<file path="config.mk">
export PLATFORM = sky130hd
export DESIGN_NAME = pcseq_top
export DESIGN_NICKNAME = d
export VERILOG_FILES = /design/src/rtl/pcseq_pkg.sv /design/src/rtl/pcseq_boot.sv /design/src/rtl/pcseq_next.sv /design/src/rtl/pcseq_top.sv
export SDC_FILE = /design/constraint.sdc
export NUM_CORES = 1
export LEC_CHECK = 0
export ABC_AREA = 1
export BUFFER_PORTS_ARGS = -buffer_cell sky130_fd_sc_hd__clkbuf_2
export CORE_ASPECT_RATIO = 0.7
export CORE_UTILIZATION = 53
export DETAILED_ROUTE_END_ITERATION = 16
export PLACE_DENSITY = 0.83
export SYNTH_ARGS = -nofsm -noshare
export SYNTH_HDL_FRONTEND = slang
export SYNTH_HIERARCHICAL = 1
export SYNTH_SLANG_ARGS = --single-unit
</file>
<file path="constraint.sdc">
create_clock -name clk -period 2.95 [get_ports clk]
set_input_delay 0.1475 -clock clk [delete_from_list [all_inputs] [get_ports clk]]
set_output_delay 0.1475 -clock clk [all_outputs]
set_load 0.05 [all_outputs]
</file>
<file path="src/rtl/pcseq_pkg.sv">
package pcseq_pkg;

    localparam int PC_W_DEF  = 16;
    localparam int OFS_W_DEF = 8;
    localparam int VA_W_DEF  = 4;

    typedef enum logic {
        ST_FETCH = 1'b0,
        ST_RUN   = 1'b1
    } boot_st_e;

    typedef enum logic [1:0] {
        SEL_HOLD = 2'd0,
        SEL_STEP = 2'd1,
        SEL_ABS  = 2'd2,
        SEL_REL  = 2'd3
    } nsel_e;

    typedef struct packed {
        logic done;
        logic br;
        logic rel;
    } ctl_t;

    // Branch outranks a plain completion.
    function automatic nsel_e pick_sel(ctl_t c);
        if (c.br)   return c.rel ? SEL_REL : SEL_ABS;
        if (c.done) return SEL_STEP;
        return SEL_HOLD;
    endfunction

endpackage

</file>
<file path="src/rtl/pcseq_boot.sv">
module pcseq_boot
    import pcseq_pkg::*;
#(
    parameter int VA_W     = VA_W_DEF,
    parameter int VEC_SLOT = 2
) (
    input  logic            clk,
    input  logic            rst,
    input  logic            vec_ack,
    output logic            vec_req,
    output logic [VA_W-1:0] vec_addr,
    output logic            load_vec,
    output logic            running
);

    boot_st_e st_q;

    always_ff @(posedge clk) begin
        if (rst)           st_q <= ST_FETCH;
        else if (load_vec) st_q <= ST_RUN;
    end

    always_comb begin
        vec_req  = (st_q == ST_FETCH);
        vec_addr = VA_W'(VEC_SLOT);
        load_vec = vec_req && vec_ack;
        running  = (st_q == ST_RUN);
    end

    // Once running, no further table read until reset.
    assert_single_fetch_R9: assert property (@(posedge clk) disable iff (rst)
        running |=> running && !vec_req);

endmodule

</file>
<file path="src/rtl/pcseq_next.sv">
module pcseq_next
    import pcseq_pkg::*;
#(
    parameter int PC_W  = PC_W_DEF,
    parameter int OFS_W = OFS_W_DEF
) (
    input  logic [PC_W-1:0] pc_i,
    input  nsel_e           sel,
    input  logic [PC_W-1:0] arg_i,
    output logic [PC_W-1:0] nxt
);

    localparam int EXT_W = PC_W - OFS_W;
    localparam logic [PC_W-1:0] ONE = PC_W'(1);

    logic [PC_W-1:0] ofs_x;

    generate
        if (OFS_W < PC_W) begin : g_ext
            assign ofs_x = {{EXT_W{arg_i[OFS_W-1]}}, arg_i[OFS_W-1:0]};
        end else begin : g_full
            assign ofs_x = arg_i;
        end
    endgenerate

    always_comb begin
        case (sel)
            SEL_STEP: nxt = pc_i + ONE;
            SEL_ABS:  nxt = arg_i;
            SEL_REL:  nxt = pc_i + ofs_x;
            default:  nxt = pc_i;
        endcase
    end

endmodule

</file>
<file path="src/rtl/pcseq_top.sv">
module pcseq_top
    import pcseq_pkg::*;
#(
    parameter int PC_W     = PC_W_DEF,
    parameter int OFS_W    = OFS_W_DEF,
    parameter int VA_W     = VA_W_DEF,
    parameter int VEC_SLOT = 2
) (
    input  logic            clk,
    input  logic            rst,
    input  logic            done,
    input  logic            br_req,
    input  logic            br_rel,
    input  logic [PC_W-1:0] br_arg,
    output logic            vec_req,
    output logic [VA_W-1:0] vec_addr,
    input  logic            vec_ack,
    input  logic [PC_W-1:0] vec_data,
    output logic [PC_W-1:0] pc,
    output logic            pc_vld
);

    logic            load_vec;
    logic            running;
    ctl_t            ctl;
    nsel_e           sel;
    logic [PC_W-1:0] pc_q;
    logic [PC_W-1:0] pc_nxt;

    pcseq_boot #(.VA_W(VA_W), .VEC_SLOT(VEC_SLOT)) u_boot (
        .clk      (clk),
        .rst      (rst),
        .vec_ack  (vec_ack),
        .vec_req  (vec_req),
        .vec_addr (vec_addr),
        .load_vec (load_vec),
        .running  (running)
    );

    always_comb begin
        ctl = '{done: done, br: br_req, rel: br_rel};
        sel = running ? pick_sel(ctl) : SEL_HOLD;
    end

    pcseq_next #(.PC_W(PC_W), .OFS_W(OFS_W)) u_next (
        .pc_i  (pc_q),
        .sel   (sel),
        .arg_i (br_arg),
        .nxt   (pc_nxt)
    );

    always_ff @(posedge clk) begin
        if (rst)           pc_q <= '0;
        else if (load_vec) pc_q <= vec_data;
        else               pc_q <= pc_nxt;
    end

    assign pc     = pc_q;
    assign pc_vld = running;

    assert_boot_load_R2: assert property (@(posedge clk) disable iff (rst)
        vec_req && vec_ack |=> pc_vld && !vec_req && pc == $past(vec_data));

    assert_boot_quiet_R3: assert property (@(posedge clk) disable iff (rst)
        vec_req && !vec_ack |=> !pc_vld && $stable(pc));

    assert_step_R4: assert property (@(posedge clk) disable iff (rst)
        pc_vld && done && !br_req |=> pc == $past(pc) + 1'b1);

    assert_abs_R5: assert property (@(posedge clk) disable iff (rst)
        pc_vld && br_req && !br_rel |=> pc == $past(br_arg));

    assert_hold_R8: assert property (@(posedge clk) disable iff (rst)
        pc_vld && !done && !br_req |=> $stable(pc));

endmodule

</file>
======== Word-level counts from Yosys, hierarchy flattened ========
Index checks and enable logic that the tools add are counted.
storage, ports and cells
  output and inout port bits .............. 22
  register bits ........................... 17
  word-level logic and storage cells ...... 21
cells by class
  muxes and demuxes ....................... 11
  bitwise logic cells ..................... 1
  eq/ne operators ......................... 3
  $add $sub $neg .......................... 2
  reductions and logical operators ........ 2
operators by type and width
  cell                                           number
  case mux 16 bit (3 select lines)               1
  adder 16 x 1 -> 16 bit, second input constant  1
  adder 16 bit                                   1
  two-way mux 16 bit                             1
  two-way mux 2 bit                              5
  == test 2 bit, second input constant           2
  two-way mux 1 bit                              4
  nonzero test 4 bit                             1
  == test 2 x 1 -> 1 bit, second input constant  1
  logical AND 1 bit                              1
  NOT 1 bit                                      1

======== Longest topological paths before layout ========
Gate-level depths: netlist of the first run.
  word-level depth ........................ 9
  gate-level depth with buffers ........... 22
  mapped depth without buffers ............ 21

======== Cells and area by module ========
Netlist of the first run, hierarchy kept.
by module, submodules not included
  module      area each (µm²)  instances  cells each
  pcseq_next  1293.7           1          246
  pcseq_top   696.9            1          108
  pcseq_boot  76.3             1          12

======== Worst setup path before layout of the first run ========
Ideal clock, no wire load.
  path type ............................... register -> register
  start point ............................. register u_boot.st_q, in the netlist u_boot/running
  end point ............................... register pc_q[12], in the netlist pc[12]
  data arrival time ....................... 2.601 ns
  slack ................................... 0.237 ns
  cell stages (with the launch flop) ...... 20
  setup time .............................. 0.113 ns
  data required time ...................... 2.837 ns
  cell sequence ........................... dfxtp_1 -> nand2_1 -> nor2_1 -> buf_2 -> nand2_4 -> or2_2 -> ha_1 -> inv_1 -> fa_1 -> inv_1 -> nand2_1 -> nand3_1 -> nand2_1 -> nand2_1 -> nand2_1 -> nand3b_1 -> nand3_1 -> nand3_1 -> nor2_1 -> nor2_1
between the ends
  cells in the longest elaborated chain, start to end .. 4
  elaborated cells between the ends (all ways) .. 9
  classes of those cells .................. eq/ne (3); mux (3); bitwise (1); reduce/logical (2)
ends and longest elaborated chain
  what                                                     line              RTL
  start, declared                                          pcseq_boot.sv:16  boot_st_e st_q;
  start signal, assigned                                   pcseq_boot.sv:19  if (rst) st_q <= ST_FETCH;
  start signal, assigned                                   pcseq_boot.sv:20  else if (load_vec) st_q <= ST_RUN;
  two-way mux 2 bit (*)                                    pcseq_top.sv:42   sel = running ? pick_sel(ctl) : SEL_HOLD;
  via sel[0]                                               pcseq_top.sv:26   nsel_e sel;
  == test 2 bit or == test 2 x 1 -> 1 bit (tied branches)  pcseq_next.sv:27  case (sel)
  case mux 16 bit (3 select lines) (*)                     pcseq_next.sv:27
  via pc_nxt[12]                                           pcseq_top.sv:28   logic [PC_W-1:0] pc_nxt;
  two-way mux 16 bit (*)                                   pcseq_top.sv:54   else if (load_vec) pc_q <= vec_data;
  end signal, assigned                                     pcseq_top.sv:54
  end signal, assigned                                     pcseq_top.sv:55   else pc_q <= pc_nxt;
  end, declared                                            pcseq_top.sv:27   logic [PC_W-1:0] pc_q;
The timed path passes the listed nets; every way through them passes the cells marked *.
A chain may end at the register's enable or synchronous reset.

======== Final worst setup path of the first run ========
Same ends and word-level chain as after synthesis.

==> results of run 1 <==
==> cell families (layout without fill, tap and decap cells) <==
family | after synthesis | in the layout | share of synthesized area [%]
AOI/OAI and AO/OA | 42 | 42 | 12.77
adders and majority gates | 10 | 10 | 6.417
xor gates and xnor gates | 1 | 1 | 0.4238
and+or+nand+nor | 222 | 222 | 47.70
other | 2 | 4 | 0.3633
buffers and inverters | 72 | 121 | 15.86
DFF | 17 | 17 | 16.47
==> final cells by class <==
| cell class | instances | area, um2 |
|---|---|---|
| inverter | 59 | 221.5 |
| timing repair buffer | 58 | 297.8 |
| fill | 357 | 1246 |
| clock inverter | 1 | 7.507 |
| sequential | 17 | 340.3 |
| tap | 50 | 62.56 |
| multi-input combinational | 279 | 1409 |
| clock buffer | 3 | 41.29 |
==> sequential cells by signal (all words and copies together), names as in the netlist <==
register        flops
u_boot/running      1
pc                 16
==> per-stage QoR <==
step                std cells  total power, mW
CTS                       467           0.8252
floorplan                 368           0.5454
global route              467           0.8776
finish                    467           0.8282
detailed placement        463           0.6308
global placement          463           0.6260
==> power by group through the flow <==
stage	clock [mW]	combinational [mW]	sequential (mW)
after global routing	0.210	0.389	0.279
after global placement	0	0.346	0.280
after floorplan	0	0.196	0.349
final	0.195	0.357	0.276
after CTS	0.198	0.352	0.275
after detailed placement	0	0.350	0.281
==> metal layers <==
layer	vias to the layer above	GRT usage (%)
li1	1242	-
met5	-	0
met4	0	3.846
met3	2	7.000
met1	1069	43.80
met2	156	46.25
==> cells in the mapped netlist (6+ instances only) <==
library cell	n
o21ai_0	11
nand4_1	6
nand2_2	9
ha_1	9
dfxtp_1	17
inv_1	57
nor2_1	59
nand3_1	24
nor2_2	6
nand2_1	105
a21oi_1	10
==> critical path, stage by stage, from the launching register on <==
cell      delay, ps
dfxtp_1         440
nand2_1          80
nor2_1          210
nand2_4         140
or2_2           300
ha_1            190
inv_1            90
fa_1            170
inv_1            70
nand2_1          70
nand3_1         160
nand2_1         120
nand2_1          90
nand2_1         100
nand3b_1         80
nand3_1          90
nand3_1          70
nor2_1           90
nor2_1           50
==> final timing paths <==
kind	slack, ps	start	cells after the start	to
hold reg to reg	570	u_boot/running$_SDFFE_PP0P_	2	u_boot/running$_SDFFE_PP0P_
hold / removal	50	rst	2	u_boot/running$_SDFFE_PP0P_
setup / recovery	240	u_boot/running$_SDFFE_PP0P_	18	pc[12]$_SDFF_PP0_
setup reg to reg	240	u_boot/running$_SDFFE_PP0P_	18	pc[12]$_SDFF_PP0_
==> flow_summary.yaml, run 1 <==
status:
  status: "finished, final reports clean"
logic_synthesis:
  netlist.top_cell.by_area: "nand2_1"
  synthFlopType: "dfxtp_1"
  ys_warn_count: 6
  synthArstFlopShare_pct: 0
  synth-seq-area-share_pct: 16.46
  synth_top_area_share_pct: 19.07
  synth_edf_count: 0
  synth_cells: 366
  ys_types: 38
  synth_area_leaders: "nand2_1 19%, dfxtp_1 16%, nor2_1 11%, inv_1 10%, nand3_1 5.8%"
  avgSynthCellArea_um2: 5.647
  yosys_register_bits: 17
  synth.cell_area_mm2: 0.002067
cells_and_area:
  fin_area_mm2: 0.002380
  drive_gt1_share_pct: 21.58
  diodes: 0
  nets: 466
  area_growth_pct: 15.13
  final_common_cell: "nand2_1"
  final_cell_mix: "105 x nand2_1, 58 x nor2_1, 57 x inv_1, 55 x clkbuf_2, 24 x nand3_1"
  utilization_pct: 65.63
power_and_ir_drop:
  p_per_area_mw_per_mm2: 348.0
  swShare_pct: 45.17
  total_leakage_power_nw: 1.381
  p_switching_mw: 0.3741
  p_clk_share_pct: 23.6
  seq_power_share_pct: 33.3
  power.internal_mw: 0.4541
  power_frac_comb_pct: 43.1
  ir_worst_vdd_mv: 0.2912
clock_network:
  clk_latency_ps: 260
  cts_max_path_buffers: 2
  post_cts_resized: 0
  clk_pin_slew_ps: 80
  htree_levels: 1
  post_cts_buffers: 0
  numClockSinks: 17
  cts_buffers: 3
  cts_tree: "yes"
  holdBufCountCts: 0
  cts_root_buffer: "clkbuf_8"
placed_design:
  hpwlAfterDp_um: 4687
  dp_slack_ps: 306.2
  numPortBuffers: 55
  placed_area_mm2: 0.002331
  place.gp.congestion: 0.8933
sta:
  setup-violations-final: 0
  slew_violations: 0
  finalWorstSetupSlack_ps: 236.3
  tightest_slew_ps: 684.6
  rsz0062_at_grt: "false"
  hold_violations: 0
  clock.fmax_mhz: 368.5
  slew_headroom_pct: 54.31
  whs_ps: 51.81
  period_needed_ps: 2714
  setup_tns_ps: 0
  clock_skew_ps: 3.751
  post-route-period-util_pct: 91.99
setup_path:
  setup.worst_path.end_class: "flop"
  worst-path-max-fanout: 8
  startpoint_type: "flop"
  crit_required_ps: 3110
  arrival_ps: 2880
  worstSetupPathType: "flop to flop"
floorplanning:
  die_x_um: 76.64
  die_y_um: 54.25
  die_area_mm2: 0.004158
  initial_utilization_pct: 57.00
  io_pins: 60
  core_area_mm2: 0.003626
  rows: 18
detailed_routing:
  drc: 0
  met2_length_um: 2345
  wl_um: 5945
  wl_met1_um: 2864
  wl_per_cell_um: 12.73
  vias_per_cell: 5.287
  top_layer: "met4"
  drt_pass1_iterations: 5
  vias: 2469
  drt_iter0_markers: 286
  routed-wl-met3_um: 727
  ant_nets: 0
global_route:
  grt_pass1_vias: 2098
  grt_usage_pct: 30.10
  grt_max_degree: 18
  grt_pass1_wl_um: 9687
  grt_overflow: 0
  antenna_found_initial: 0
job:
  drv_cap: 0
worst_hold_path:
  hp-class: "primary input to flop"
(Power assumes the default switching activity.)
==> run 2, diff against run 1 <==
--- a/config.mk
+++ b/config.mk
@@ -10,7 +10,7 @@
 export CORE_ASPECT_RATIO = 0.7
 export CORE_UTILIZATION = 53
 export DETAILED_ROUTE_END_ITERATION = 16
-export PLACE_DENSITY = 0.83
+export PLACE_DENSITY_LB_ADDON = 0.08
 export SYNTH_ARGS = -nofsm -noshare
 export SYNTH_HDL_FRONTEND = slang
 export SYNTH_HIERARCHICAL = 1
==> flow_summary.yaml, run 2 (synthesized netlist as in run 1, its figures left out) <==
detailed_routing:
  vias_per_cell: 5.252
  ant_nets: 0
  wl_um: 6009
  wl_per_cell_um: 12.84
  vias: 2458
  drt_pass1_iterations: 6
  drc: 0
  drt_iter0_markers: 138
placed_design:
  dpl.cell_count: 464
  dp_slack_ps: 291.3
  numPortBuffers: 55
  place.gp.congestion: 0.9519
  placed_area_mm2: 0.002338
  hpwlAfterDp_um: 4619
clock_network:
  cts_max_path_buffers: 2
  cts_tree: "yes"
  clk_pin_slew_ps: 80
  cts_root_buffer: "clkbuf_8"
  cts_buffers: 3
  htree_levels: 1
  numClockSinks: 17
  clk_latency_ps: 270
sta:
  hold_violations: 0
  rsz0062_at_grt: "false"
  finalWorstSetupSlack_ps: 302.2
  setup-violations-final: 0
  tightest_slew_ps: 622.8
  post-route-period-util_pct: 89.75
  clock_skew_ps: 7.371
  slew_headroom_pct: 58.44
  setup_tns_ps: 0
  slew_violations: 0
  clock.fmax_mhz: 377.7
  period_needed_ps: 2648
setup_path:
  path_delay_family: "simple AND/OR/NAND/NOR gates"
  cpMostUsedCell: "nand2_1"
  worstSetupPathType: "flop to flop"
  regToRegStartpoint: "u_boot/running$_SDFFE_PP0P_"
  timing.critical_path.from: "u_boot/running$_SDFFE_PP0P_"
  startpoint_type: "flop"
  endpoint: "pc[12]$_SDFF_PP0_"
  arrival_ps: 2810
  worst-path-max-fanout: 8
  ff2ff_path_depth: 18
  crit_buf_inv: 2
  r2r-end: "pc[12]$_SDFF_PP0_"
  crit_path_cell_trace: "nand2_1, nor2_2, nand2_4, or2_2, ha_1, inv_1, fa_1, inv_1, nand2_1, nand3_1, nand2_1, nand2_1, nand2_1, nand3b_1, nand3_1, nand3_1, nor2_1, nor2_1"
  crit_slowest_cell: "dfxtp_1"
  slowest_delay_ps: 430
  worst-path-stages: 18
  crit_required_ps: 3110
  setup.worst_path.end_class: "flop"
  reg2reg_slack_ps: 300
power_and_ir_drop:
  finalPower_mw: 0.8310
  p_clk_share_pct: 23.8
  p_per_area_mw_per_mm2: 348.1
  ir_worst_vdd_mv: 0.1757
  power_frac_comb_pct: 43.1
  swShare_pct: 45.38
  seq_power_share_pct: 33.1
  power.internal_mw: 0.4538
  p_switching_mw: 0.3771
  total_leakage_power_nw: 1.388
cells_and_area:
  stdcell_count: 468
  nFillCells: 356
  nets: 467
  register_area_um2: 340.3
  area_growth_pct: 15.50
  final_common_cell: "nand2_1"
  largest_reg_flops: 16
  diodes: 0
  drive_gt1_share_pct: 22.25
  multi_input_area_mm2: 0.001411
  fin_area_mm2: 0.002387
  final_cell_mix: "105 x nand2_1, 57 x nor2_1, 56 x inv_1, 55 x clkbuf_2, 24 x nand3_1"
floorplanning:
  rows: 18
  die_x_um: 76.64
  io_pins: 60
  die_area_mm2: 0.004158
  die_y_um: 54.25
  core_area_mm2: 0.003626
  initial_utilization_pct: 57.00
global_route:
  antenna_found_initial: 0
  grt_max_degree: 19
  grt_pass1_vias: 2020
  grt_overflow: 0
  grt_pass1_wl_um: 9653
  grt_usage_pct: 30.71
worst_hold_path:
  hp-class: "primary input to flop"
job:
  drv_cap: 0
status:
  status: "finished, final reports clean"
[run 2: changes by cell type in the layout (fill, tap and decap cells not counted)]
cell        change
clkinv_2        +1
nor2_2          +1
buf_4           +1
nor2_1          -1
clkinvlp_4      -1
inv_2           +1
inv_1           -1
[run 2: what timing repair did]
| item | 4_1_cts | 5_1_grt |
|---|---|---|
| resized for setup | 0 | 2 |
| endpoints found under the setup margin | 0 | 1 |
| buffers inserted | 0 | 0 |
| hold buffers | 0 | 0 |
[run 2: power groups by stage]
stage,combinational (mW),clock [mW],sequential [mW]
5_1_grt,0.389,0.212,0.278
6_report,0.358,0.198,0.275
2_1_floorplan,0.196,0,0.349
3_3_place_gp,0.348,0,0.279
4_1_cts,0.353,0.200,0.275
3_5_place_dp,0.351,0,0.280
[run 2: metrics by stage]
| stage | util [%] | hold WS, ps |
|---|---|---|
| after floorplan | - | 219.9 |
| after global placement | 64.49 | 323.2 |
| after detailed placement | 64.49 | 331.1 |
| after CTS | 65.77 | 42.06 |
| after global routing | 65.84 | 50.01 |
| final | 65.84 | 39.88 |
[run 2: area by class of cell]
type | count | area share (%)
inverters | 59 | 9.277
flip-flops and latches | 17 | 14.26
clock inverters | 1 | 0.2096
well taps | 50 | 2.621
repair buffers | 59 | 12.79
clock buffers | 3 | 1.730
multi-input cells | 279 | 59.12
[run 2: worst min-delay path by stage]
stage	start	end	slack (ps)	cells past startpoint
final	rst	u_boot/running$_SDFFE_PP0P_	40	2
after global routing	rst	u_boot/running$_SDFFE_PP0P_	50	2
after CTS	rst	u_boot/running$_SDFFE_PP0P_	40	2
after detailed placement	rst	u_boot/running$_SDFFE_PP0P_	330	2
after global placement	rst	u_boot/running$_SDFFE_PP0P_	320	2
after floorplan	rst	u_boot/running$_SDFFE_PP0P_	220	1
[run 2: routing by layer]
| layer | global-route usage [%] | part of all wire, % | vias to the layer above |
|---|---|---|---|
| met1 | 45.05 | 51 | 1074 |
| met3 | 8.000 | 11 | 4 |
| met2 | 43.54 | 38 | 139 |
| met4 | 8.974 | 0.57 | 0 |
| met5 | 0 | 0 | - |
| li1 | - | - | 1241 |
